==> src/rtl/mularr_pkg.sv <==
// Package: shared mode encoding for the array multiplier.
// Assumes: nothing; holds type and helper definitions only.
package mularr_pkg;

    // Interpretation of the multiplicand operand.
    typedef enum logic {
        MODE_UNSIGNED = 1'b0,
        MODE_SIGNED   = 1'b1
    } mul_mode_e;

endpackage

==> src/rtl/mularr_fa.sv <==
// Module: one full-adder cell, the unit from which each array row is tiled.
// Assumes: single-bit operands; purely combinational.
module mularr_fa (
    input  logic a,
    input  logic b,
    input  logic ci,
    output logic s,
    output logic co
);
    logic half;

    // Sum and carry from the three input bits.
    always_comb begin
        half = a ^ b;
        s    = half ^ ci;
        co   = (a & b) | (ci & half);
    end
endmodule

==> src/rtl/mularr_pp_gen.sv <==
// Module: forms one partial product by gating the multiplicand with a
// multiplier bit, then widens it to W bits with sign or zero fill.
// Assumes: W > MW; sgn selects sign fill (two's-complement multiplicand).
module mularr_pp_gen #(
    parameter int MW = 5,
    parameter int W  = 9
) (
    input  logic [MW-1:0] m,
    input  logic          qbit,
    input  logic          sgn,
    output logic [W-1:0]  addend
);
    localparam int FILL = W - MW;

    logic fill_bit;

    // Gate the multiplicand and extend it according to the mode.
    always_comb begin
        fill_bit = m[MW-1] & qbit & sgn;
        addend   = {{FILL{fill_bit}}, m & {MW{qbit}}};
    end

    // a cleared multiplier bit contributes nothing to the sum
    always_comb begin
        if (!qbit) begin
            zero_pp_chk: assert (addend == '0)
                else $error("partial product non-zero with clear multiplier bit");
        end
    end
endmodule

==> src/rtl/mularr_row_add.sv <==
// Module: one row of the array, a W-bit ripple adder built from full-adder
// cells that adds a partial product into the running sum.
// Assumes: carry-in of the row is zero; carry-out is reported separately.
module mularr_row_add #(
    parameter int W = 8
) (
    input  logic [W-1:0] run_in,
    input  logic [W-1:0] addend,
    output logic [W-1:0] sum,
    output logic         cout
);
    logic [W:0] cy;

    assign cy[0] = 1'b0;

    genvar b;
    generate
        for (b = 0; b < W; b++) begin : g_cell
            mularr_fa u_fa (
                .a  (run_in[b]),
                .b  (addend[b]),
                .ci (cy[b]),
                .s  (sum[b]),
                .co (cy[b+1])
            );
        end
    endgenerate

    assign cout = cy[W];

    // the tiled cells agree with the arithmetic sum of the row
    always_comb begin
        row_sum_chk: assert ({cout, sum} == ({1'b0, run_in} + {1'b0, addend}))
            else $error("row adder result mismatch");
    end
endmodule

==> src/rtl/mularr_top.sv <==
// Module: array multiplier. Row 0 is the first partial product; row i adds
// the partial product for multiplier bit i, aligned i places higher, into
// the bits of the running sum above position i.
// Assumes: QW >= 2; multiplier always unsigned; purely combinational.
module mularr_top #(
    parameter int MW = 5,
    parameter int QW = 4
) (
    input  logic [MW-1:0]    mul_a,
    input  logic [QW-1:0]    mul_b,
    input  logic             signed_mode,
    output logic [MW+QW-1:0] product
);
    import mularr_pkg::*;

    localparam int PW = MW + QW;

    logic            is_signed;
    logic [PW-1:0]   acc [QW];
    logic [QW-1:0]   row_cy;

    // Decode the mode pin.
    assign is_signed = (mul_mode_e'(signed_mode) == MODE_SIGNED);

    // Row 0: the first partial product spans the full product width.
    mularr_pp_gen #(.MW(MW), .W(PW)) u_pp0 (
        .m      (mul_a),
        .qbit   (mul_b[0]),
        .sgn    (is_signed),
        .addend (acc[0])
    );
    assign row_cy[0] = 1'b0;

    genvar i;
    generate
        for (i = 1; i < QW; i++) begin : g_row
            localparam int RW = PW - i;
            logic [RW-1:0] pp;
            logic [RW-1:0] hi_sum;

            mularr_pp_gen #(.MW(MW), .W(RW)) u_pp (
                .m      (mul_a),
                .qbit   (mul_b[i]),
                .sgn    (is_signed),
                .addend (pp)
            );

            mularr_row_add #(.W(RW)) u_add (
                .run_in (acc[i-1][PW-1:i]),
                .addend (pp),
                .sum    (hi_sum),
                .cout   (row_cy[i])
            );

            assign acc[i] = {hi_sum, acc[i-1][i-1:0]};
        end
    endgenerate

    assign product = acc[QW-1];

    // zero multiplier gives zero product
    always_comb begin
        if (mul_b == '0) begin
            zero_q_chk: assert (product == '0)
                else $error("non-zero product with zero multiplier");
        end
    end

    // unit multiplier passes the multiplicand through, extended
    always_comb begin
        if (mul_b == QW'(1)) begin
            unit_q_chk: assert (product ==
                    {{(PW-MW){mul_a[MW-1] & is_signed}}, mul_a})
                else $error("unit multiplier result wrong");
        end
    end

    // sign of a signed-mode product follows the multiplicand
    always_comb begin
        if (is_signed) begin
            sign_chk: assert (product[PW-1] == (mul_a[MW-1] && (mul_b != '0)))
                else $error("signed product has wrong sign");
        end
    end

    // unsigned mode never carries out of any row
    always_comb begin
        if (!is_signed) begin
            no_overflow_chk: assert (row_cy == '0)
                else $error("carry out of a row in unsigned mode");
        end
    end
endmodule

==> config.mk <==
export PLATFORM = sky130hd
export DESIGN_NAME = mularr_top
export DESIGN_NICKNAME = d
export VERILOG_FILES = /design/src/rtl/mularr_pkg.sv /design/src/rtl/mularr_fa.sv /design/src/rtl/mularr_pp_gen.sv /design/src/rtl/mularr_row_add.sv /design/src/rtl/mularr_top.sv
export SDC_FILE = /design/constraint.sdc
export NUM_CORES = 1
export LEC_CHECK = 0
export ABC_CLOCK_PERIOD_IN_PS = 5900
export BUFFER_PORTS_ARGS = -buffer_cell sky130_fd_sc_hd__buf_4
export CAP_MARGIN = 20
export CORE_ASPECT_RATIO = 0.8
export CORE_MARGIN = 10
export CORE_UTILIZATION = 33
export DETAILED_ROUTE_END_ITERATION = 8
export PLACE_DENSITY = 0.64
export SLEW_MARGIN = 0
export SYNTH_ARGS = -nofsm -noshare
export SYNTH_HDL_FRONTEND = slang
export SYNTH_SLANG_ARGS = --single-unit
==> constraint.sdc <==
create_clock -name vclk -period 5.9
set_input_delay 0.59 -clock vclk [all_inputs]
set_output_delay 0.59 -clock vclk [all_outputs]
set_load 0.005 [all_outputs]
==> out/summary.txt, run 1 <==
Synth top area share: 46.00%
Initial Util: 36.02%
final setup vio count: 0
total track usage: 5.199%
Tot Pwr: 99.21 uW
Syn Area/Cell: 8.705 um^2
most common cell in the netlist: inv_1
Worst Hold Path EP: product[0]
Core Box Area: 1692 um^2
outcome: finished, final reports clean
Die W: 68.04 um
via count: 434
post-synth top area cell: fa_1
Fmax achieved: 178.4 MHz
die area: 3976 um^2
crit path kind: in2out
layout cells sized above 1: 37.04%
CP Capture Type: primary output
WL/cell: 10.42 um
dpl ws: 0.1603 ns
crit path max fanout: 6
Setup WS post-layout: 0.2933 ns
row count: 13
Port Buf Inserts: 19
Max rail drop VDD: 0.00005760 V
PD cells: 135.1 nW/um^2
Hold Worst Slack: 1.494 ns
Worst EP arrival: 5.02 ns
Pre-antenna DRT Iters: 2
Final Hold Viols: 0
Slew headroom: 88.29%
CP required: 5.31 ns
routed wire length: 1.073 mm
Iteration-0 DRC Markers: 3
setup_tns: 0 ns
largest net degree at the start of global routing: 9
minimum clock period: 5.607 ns
Netlist cell types: 11
RSZ-0062 raised after global routing: false
Ports: 19
antenna-violating nets left: 0
Area Overhead vs Synth: 20.53%
Worst Hold Class: in2out
Tcrit/Tclk final: 95.03%
Post-DP HPWL: 1.059 mm
GP Congestion: 0.7403
Synth Warn #: 0
Worst setup SP type: primary input
post-CTS setup buffer count: 0
syn_nets: 97
synthesized area: 609.3 um^2
nets: 110
min-delay src: mul_a[0]
CLK BUF: 0
Post-Syn Instances: 70
dominant cells by area after synthesis: fa_1 46%, inv_1 10%, buf_4 9.9%
Pins Over Slew Limit: 0
Synth top cells by count: 17 x inv_1, 14 x fa_1, 9 x nand2_1, 8 x buf_4, 6 x and2_2
Worst Tran Pin Value: 0.1752 ns
GRT Residual Overflow: 0
Max Cap Viol: 0
Seq cells: 0
worst hold path depth: 3
Reg area: 0 um^2
post-synthesis sequential area ratio: 0%
DRC violations left: 0
first-pass GRT wire length: 1.773 mm
number of global-route vias before repair: 450
diode count: 0
Leakage Power: 0.3854 nW
initial antenna violation count: 0
vias per cell: 4.214
die height: 58.44 um
-- cells by family after synthesis --
logic type | synth area share (%)
XOR/XNOR | 5.751
adder cells (fa/ha/maj) | 52.16
buffers and inverters | 20.33
AND/OR/NAND/NOR | 21.76
-- per-stage QoR --
| stage | instances | util (%) | area [um^2] |
|---|---|---|---|
| detailed placement | 103 | 42.53 | 719.4 |
| global route | 103 | 43.42 | 734.5 |
| finish | 103 | 43.42 | 734.5 |
| CTS | 103 | 42.53 | 719.4 |
| floorplan | 70 | - | 609.3 |
| global placement | 103 | 42.53 | 719.4 |
-- critical path, stage by stage --
cell	delay [ns]
buf_4	0.11
and2_1	0.12
ha_1	0.13
inv_1	0.04
fa_1	0.38
fa_1	0.37
inv_1	0.07
fa_1	0.44
fa_1	0.45
fa_1	0.38
fa_1	0.39
fa_1	0.49
inv_1	0.06
fa_2	0.39
xnor2_2	0.15
xnor2_1	0.19
xnor2_1	0.14
buf_4	0.13
-- cell type report --
cell class / instances / area [um^2]
tap: 22 / 27.53
fill: 182 / 957.2
inverter: 17 / 63.81
multi-input combinational: 45 / 500.5
timing repair buffer: 19 / 142.6
-- placed cells by master (no fill, tap or decap) --
cell     Yosys  final
buf_4        8     19
xnor2_2      0      1
nand2_1      9      9
xnor2_1      3      2
and2_1       5      5
fa_1        14     11
and3_2       1      1
and2_2       6      6
ha_1         3      3
nand3_1      3      3
xor2_1       1      1
inv_1       17     17
fa_2         0      3
-- per-layer routing --
layer	global-route usage (%)	vias up	part of all wire, %
met5	0	-	0
met4	0	0	0
met3	0.5671	0	6.2
met2	9.947	13	49
met1	6.337	207	45
li1	-	214	-
-- report_power, final --
group / switching (mW) / internal [mW]
Sequential: 0 / 0
Clock: 0 / 0
Combinational: 0.0446 / 0.0547
-- worst max-delay path by stage --
| stage | start | to | slack (ns) | cells past startpoint |
|---|---|---|---|---|
| after detailed placement | mul_b[0] | product[8] | 0.16 | 18 |
| after global routing | mul_b[0] | product[8] | 0.01 | 18 |
| after floorplan | mul_a[1] | product[8] | 0.47 | 17 |
| after global placement | mul_b[1] | product[8] | 0.23 | 18 |
| after CTS | mul_b[0] | product[8] | 0.15 | 18 |
| final | mul_b[0] | product[8] | 0.29 | 18 |
-- what timing repair did --
action	in CTS	in global routing
endpoints found under the hold margin	0	0
resized for setup	0	4
hold buffers	0	0
endpoints found under the setup margin	0	1
Note: power is estimated with default switching activity, not from simulation.
==> run 2, diff against run 1 <==
Settings changed: SETUP_SLACK_MARGIN from default to 0.4.
==> out/summary.txt, run 2 (synthesis gave the netlist of run 1 again) <==
outcome: finished, final reports clean (unchanged)
Max rail drop VDD: 0.00005614 V (was 0.00005760 V)
delay-heaviest family, CP: adder cells (unchanged)
setup_tns: 0 ns (unchanged)
Tot Pwr: 101.8 uW (was 99.21 uW)
crit path kind: in2out (unchanged)
Tcrit/Tclk final: 91.42% (was 95.03%)
Max Cap Viol: 0 (unchanged)
die area: 3976 um^2 (unchanged)
CTS hold repair buffers: 0 (unchanged)
total track usage: 5.581% (was 5.199%)
Slew headroom: 88.29% (unchanged)
Area Overhead vs Synth: 23.00% (was 20.53%)
die height: 58.44 um (unchanged)
Crit. path cell count: 18 (unchanged)
Worst Tran Pin Value: 0.1752 ns (unchanged)
most frequent cells in the layout: 19 x buf_4, 17 x inv_1, 9 x nand2_1, 9 x fa_2, 6 x and2_2 (was 19 x buf_4, 17 x inv_1, 11 x fa_1)
crit path max fanout: 6 (unchanged)
RSZ-0062 raised after global routing: true (was false)
PD cells: 135.9 nW/um^2 (was 135.1 nW/um^2)
most used cell, CP: fa_2 (was fa_1)
post-CTS setup buffer count: 0 (unchanged)
Fmax achieved: 185.4 MHz (was 178.4 MHz)
first-pass GRT wire length: 1.883 mm (was 1.773 mm)
Placed Cells: 103 (unchanged)
row count: 13 (unchanged)
number of global-route vias before repair: 474 (was 450)
DRC violations left: 0 (unchanged)
dpl ws: 0.1603 ns (unchanged)
final setup vio count: 0 (unchanged)
CP Capture Type: primary output (unchanged)
routed wire length: 1.119 mm (was 1.073 mm)
commonest non-fill, non-tap cell in the layout: buf_4 (unchanged)
Post-DP HPWL: 1.059 mm (unchanged)
Worst Hold Class: in2out (unchanged)
Core Box Area: 1692 um^2 (unchanged)
Leakage Power: 0.3808 nW (was 0.3854 nW)
Ports: 19 (unchanged)
Worst setup SP type: primary input (unchanged)
Reg area: 0 um^2 (unchanged)
initial antenna violation count: 0 (unchanged)
Pins Over Slew Limit: 0 (unchanged)
GP Congestion: 0.7403 (unchanged)
nets: 110 (unchanged)
Pre-antenna DRT Iters: 2 (unchanged)
GRT Residual Overflow: 0 (unchanged)
worst hold path depth: 3 (unchanged)
CP required: 5.31 ns (about the same)
vias per cell: 4.252 (was 4.214)
Fill cells: 186 (was 182)
Seq cells: 0 (unchanged)
Final Hold Viols: 0 (unchanged)
Worst EP arrival: 4.80 ns (was 5.02 ns)
diode count: 0 (unchanged)
Setup WS post-layout: 0.5064 ns (was 0.2933 ns)
minimum clock period: 5.394 ns (was 5.607 ns)
Initial Util: 36.02% (unchanged)
Layout Cells excl Fill: 103 (unchanged)
antenna-violating nets left: 0 (unchanged)
largest net degree at the start of global routing: 9 (unchanged)
critical-path cell list: buf_4 -> and2_1 -> ha_1 -> inv_1 -> fa_2 -> fa_1 -> inv_1 -> fa_1 -> fa_2 -> fa_2 -> fa_2 -> inv_1 -> fa_2 -> fa_2 -> xnor2_2 -> xnor2_1 -> xnor2_1 -> buf_4 (was buf_4 -> and2_1 -> ha_1 -> inv_1 -> fa_1 -> fa_1 -> inv_1 -> fa_1 -> fa_1 -> fa_1 -> fa_1 -> fa_1 -> inv_1 -> fa_2 -> xnor2_2 -> xnor2_1 -> xnor2_1 -> buf_4)
crit path max-delay cell type: fa_2 (was fa_1)
layout cells sized above 1: 44.44% (was 37.04%)
Port Buf Inserts: 19 (unchanged)
CLK BUF: 0 (unchanged)
Buf+Inv Stages, Crit Path: 5 (unchanged)
via count: 438 (was 434)
Die W: 68.04 um (unchanged)
WL/cell: 10.86 um (was 10.42 um)
CP max stage delay: 0.52 ns (was 0.49 ns)
Iteration-0 DRC Markers: 8 (was 3)
run 2: cell count changes in the layout (fill, tap and decap cells not counted):
cell and change:
fa_2 +6, fa_1 -6
run 2: layer usage:
layer  part of all wire [%]  up-vias  track usage [%]
met5                      0        -                0
met4                      0        0                0
met3                    5.9        0           0.5671
met2                     50       13            10.88
met1                     44      211            6.667
li1                       -      214                -
run 2: final timing paths:
check,startpoint,to,slack (ns)
min,mul_a[0],product[0],1.49
max,mul_b[0],product[8],0.51
run 2: area by class of cell:
| cell class | count | area [um^2] | area share [%] |
|---|---|---|---|
| timing repair buffer | 19 | 142.6 | 19.03 |
| multi-input combinational | 45 | 515.5 | 68.78 |
| tap | 22 | 27.53 | 3.673 |
| inverter | 17 | 63.81 | 8.514 |
run 2: timing repair:
action	CTS	global route
endpoints found under the setup margin	1	1
hold endpoints to repair	0	0
gates resized for setup	10	0
pin swaps	10	8
run 2: power by group:
part           switching (mW)  internal, mW
registers                   0             0
logic                  0.0454        0.0564
clock network               0             0
run 2: metrics by stage:
step	instance area, um^2	utilization (%)	hold WS (ns)
finish	749.5	44.30	1.494
global route	749.5	44.30	1.520
CTS	749.5	44.30	1.498
detailed placement	719.4	42.53	1.498
global placement	719.4	42.53	1.502
floorplan	609.3	-	1.290
==> run 3, diff against run 2 <==
Settings changed: PLACE_DENSITY 0.64 to default.
==> out/summary.txt, run 3 (synthesis gave the netlist of run 1 again) <==
outcome: finished, final reports clean (unchanged)
Area Overhead vs Synth: 35.11% (was 23.00%)
PD cells: 130.3 nW/um^2 (was 135.9 nW/um^2)
most frequent cells in the layout: 19 x buf_4, 15 x inv_1, 9 x nand2_1, 9 x fa_2, 6 x and2_2 (was 19 x buf_4, 17 x inv_1, 9 x nand2_1, 9 x fa_2, 6 x and2_2)
final setup vio count: 0 (unchanged)
most used cell, CP: fa_2 (unchanged)
CP required: 5.31 ns (about the same)
DR top layer: met3 (unchanged)
crit path max fanout: 2 (was 6)
Max rail drop VDD: 0.00006000 V (was 0.00005614 V)
Leakage Power: 0.4111 nW (was 0.3808 nW)
Die W: 68.04 um (unchanged)
Pins Over Slew Limit: 0 (unchanged)
multi-input logic area: 533.0 um^2 (was 515.5 um^2)
vias per cell: 4.346 (was 4.252)
initial antenna violation count: 0 (unchanged)
die height: 58.44 um (unchanged)
Post-DP HPWL: 969.3 um (was 1.059 mm)
Fill cells: 176 (was 186)
CP max stage delay: 0.52 ns (about the same)
CP Capture Type: primary output (unchanged)
Tot Pwr: 107.3 uW (was 101.8 uW)
routed length on met3: 113 um (was 66 um)
Port Buf Inserts: 19 (unchanged)
routed wire length: 1.155 mm (was 1.119 mm)
Fmax achieved: 185.0 MHz (was 185.4 MHz)
diode count: 0 (unchanged)
Worst Hold Class: in2out (unchanged)
WL/cell: 10.79 um (was 10.86 um)
setup_tns: 0 ns (unchanged)
crit path max-delay cell type: fa_2 (unchanged)
via count: 465 (was 438)
Iteration-0 DRC Markers: 7 (was 8)
RSZ-0062 raised after global routing: true (unchanged)
met2 routed wirelength: 587 um (was 559 um)
CP Launch Point: mul_b[1] (was mul_b[0])
total track usage: 6.340% (was 5.581%)
first-pass GRT wire length: 2.145 mm (was 1.883 mm)
GP Congestion: 0.6858 (was 0.7403)
Slew headroom: 88.36% (was 88.29%)
layout cells sized above 1: 52.94% (was 44.44%)
critical-path cell list: buf_8 -> and2_4 -> ha_4 -> inv_2 -> fa_2 -> fa_1 -> inv_1 -> fa_2 -> fa_2 -> fa_2 -> fa_2 -> inv_1 -> fa_2 -> fa_2 -> xnor2_2 -> xnor2_1 -> xnor2_1 -> buf_4 (was buf_4 -> and2_1 -> ha_1 -> inv_1 -> fa_2 -> fa_1 -> inv_1 -> fa_1 -> fa_2 -> fa_2 -> fa_2 -> inv_1 -> fa_2 -> fa_2 -> xnor2_2 -> xnor2_1 -> xnor2_1 -> buf_4)
Ports: 19 (unchanged)
nets: 114 (was 110)
Final Hold Viols: 0 (unchanged)
crit path kind: in2out (unchanged)
Reg area: 0 um^2 (unchanged)
CTS hold repair buffers: 0 (unchanged)
number of global-route vias before repair: 539 (was 474)
Worst setup SP type: primary input (unchanged)
CLK BUF: 0 (unchanged)
largest net degree at the start of global routing: 9 (unchanged)
Worst EP arrival: 4.82 ns (was 4.80 ns)
die area: 3976 um^2 (unchanged)
Seq cells: 0 (unchanged)
Tcrit/Tclk final: 91.63% (was 91.42%)
commonest non-fill, non-tap cell in the layout: buf_4 (unchanged)
Max Cap Viol: 0 (unchanged)
wl on met1: 455 um (was 494 um)
GRT Residual Overflow: 0 (unchanged)
DRC violations left: 0 (unchanged)
minimum clock period: 5.406 ns (was 5.394 ns)
Worst Tran Pin Value: 0.1741 ns (was 0.1752 ns)
row count: 13 (unchanged)
critical path capture point: product[8] (unchanged)
Pre-antenna DRT Iters: 4 (was 2)
Initial Util: 36.02% (unchanged)
Core Box Area: 1692 um^2 (unchanged)
antenna-violating nets left: 0 (unchanged)
-- run 3: cell count changes in the layout (fill, tap and decap cells not counted), sizes merged --
cell,before,now
buf,19,23
-- run 3: layout make-up --
cell class | count | share of cell area (%)
repair buffers | 23 | 24.16
well taps | 22 | 3.343
multi-input cells | 45 | 64.74
inverters | 17 | 7.751
-- run 3: timing repair --
item / 4_1_cts / 5_1_grt
resized for setup: 22 / 1
pin swaps: 16 / 8
setup endpoints to repair: 1 / 1
buffers inserted: 4 / 0
-- run 3: how the worst min path moves through the flow --
stage,slack (ns),startpoint,end,cells past startpoint
floorplan,1.29,mul_b[0],product[0],1
global placement,1.49,mul_a[0],product[0],3
detailed placement,1.49,mul_a[0],product[0],3
CTS,1.56,mul_a[0],product[0],4
global route,1.59,mul_a[0],product[0],4
finish,1.57,mul_a[0],product[0],4
-- run 3: metal layers --
| layer | GRT usage, % | vias up |
|---|---|---|
| met4 | 0 | 0 |
| met1 | 6.774 | 229 |
| li1 | - | 223 |
| met2 | 12.86 | 13 |
| met3 | 1.323 | 0 |
| met5 | 0 | - |
-- run 3: metrics by stage --
step,instances,hold WS [ns],instance area (um^2),worst slack (ns),util [%]
final,107,1.569,823.3,0.4941,48.67
after global placement,103,1.491,719.4,0.2409,42.53
after floorplan,70,1.290,609.3,0.4671,-
after CTS,107,1.563,820.8,0.3381,48.52
after global routing,107,1.592,823.3,0.2682,48.67
after detailed placement,103,1.492,719.4,0.2017,42.53
-- run 3: critical path: cells and delay by family --
| family | cells | cell delay, ns |
|---|---|---|
| buffers and inverters | 5 | 0.34 |
| xor gates and xnor gates | 3 | 0.45 |
| adders and majority gates | 9 | 3.30 |
| and+or+nand+nor | 1 | 0.14 |
-- run 3: where the power goes --
| group | internal [mW] | total [mW] | leakage, nW | switching (mW) |
|---|---|---|---|---|
| clock | 0 | 0 | 0 | 0 |
| sequential | 0 | 0 | 0 | 0 |
| combinational | 0.0607 | 0.107 | 0.411 | 0.0466 |
| total | 0.0607 | 0.107 | 0.411 | 0.0466 |
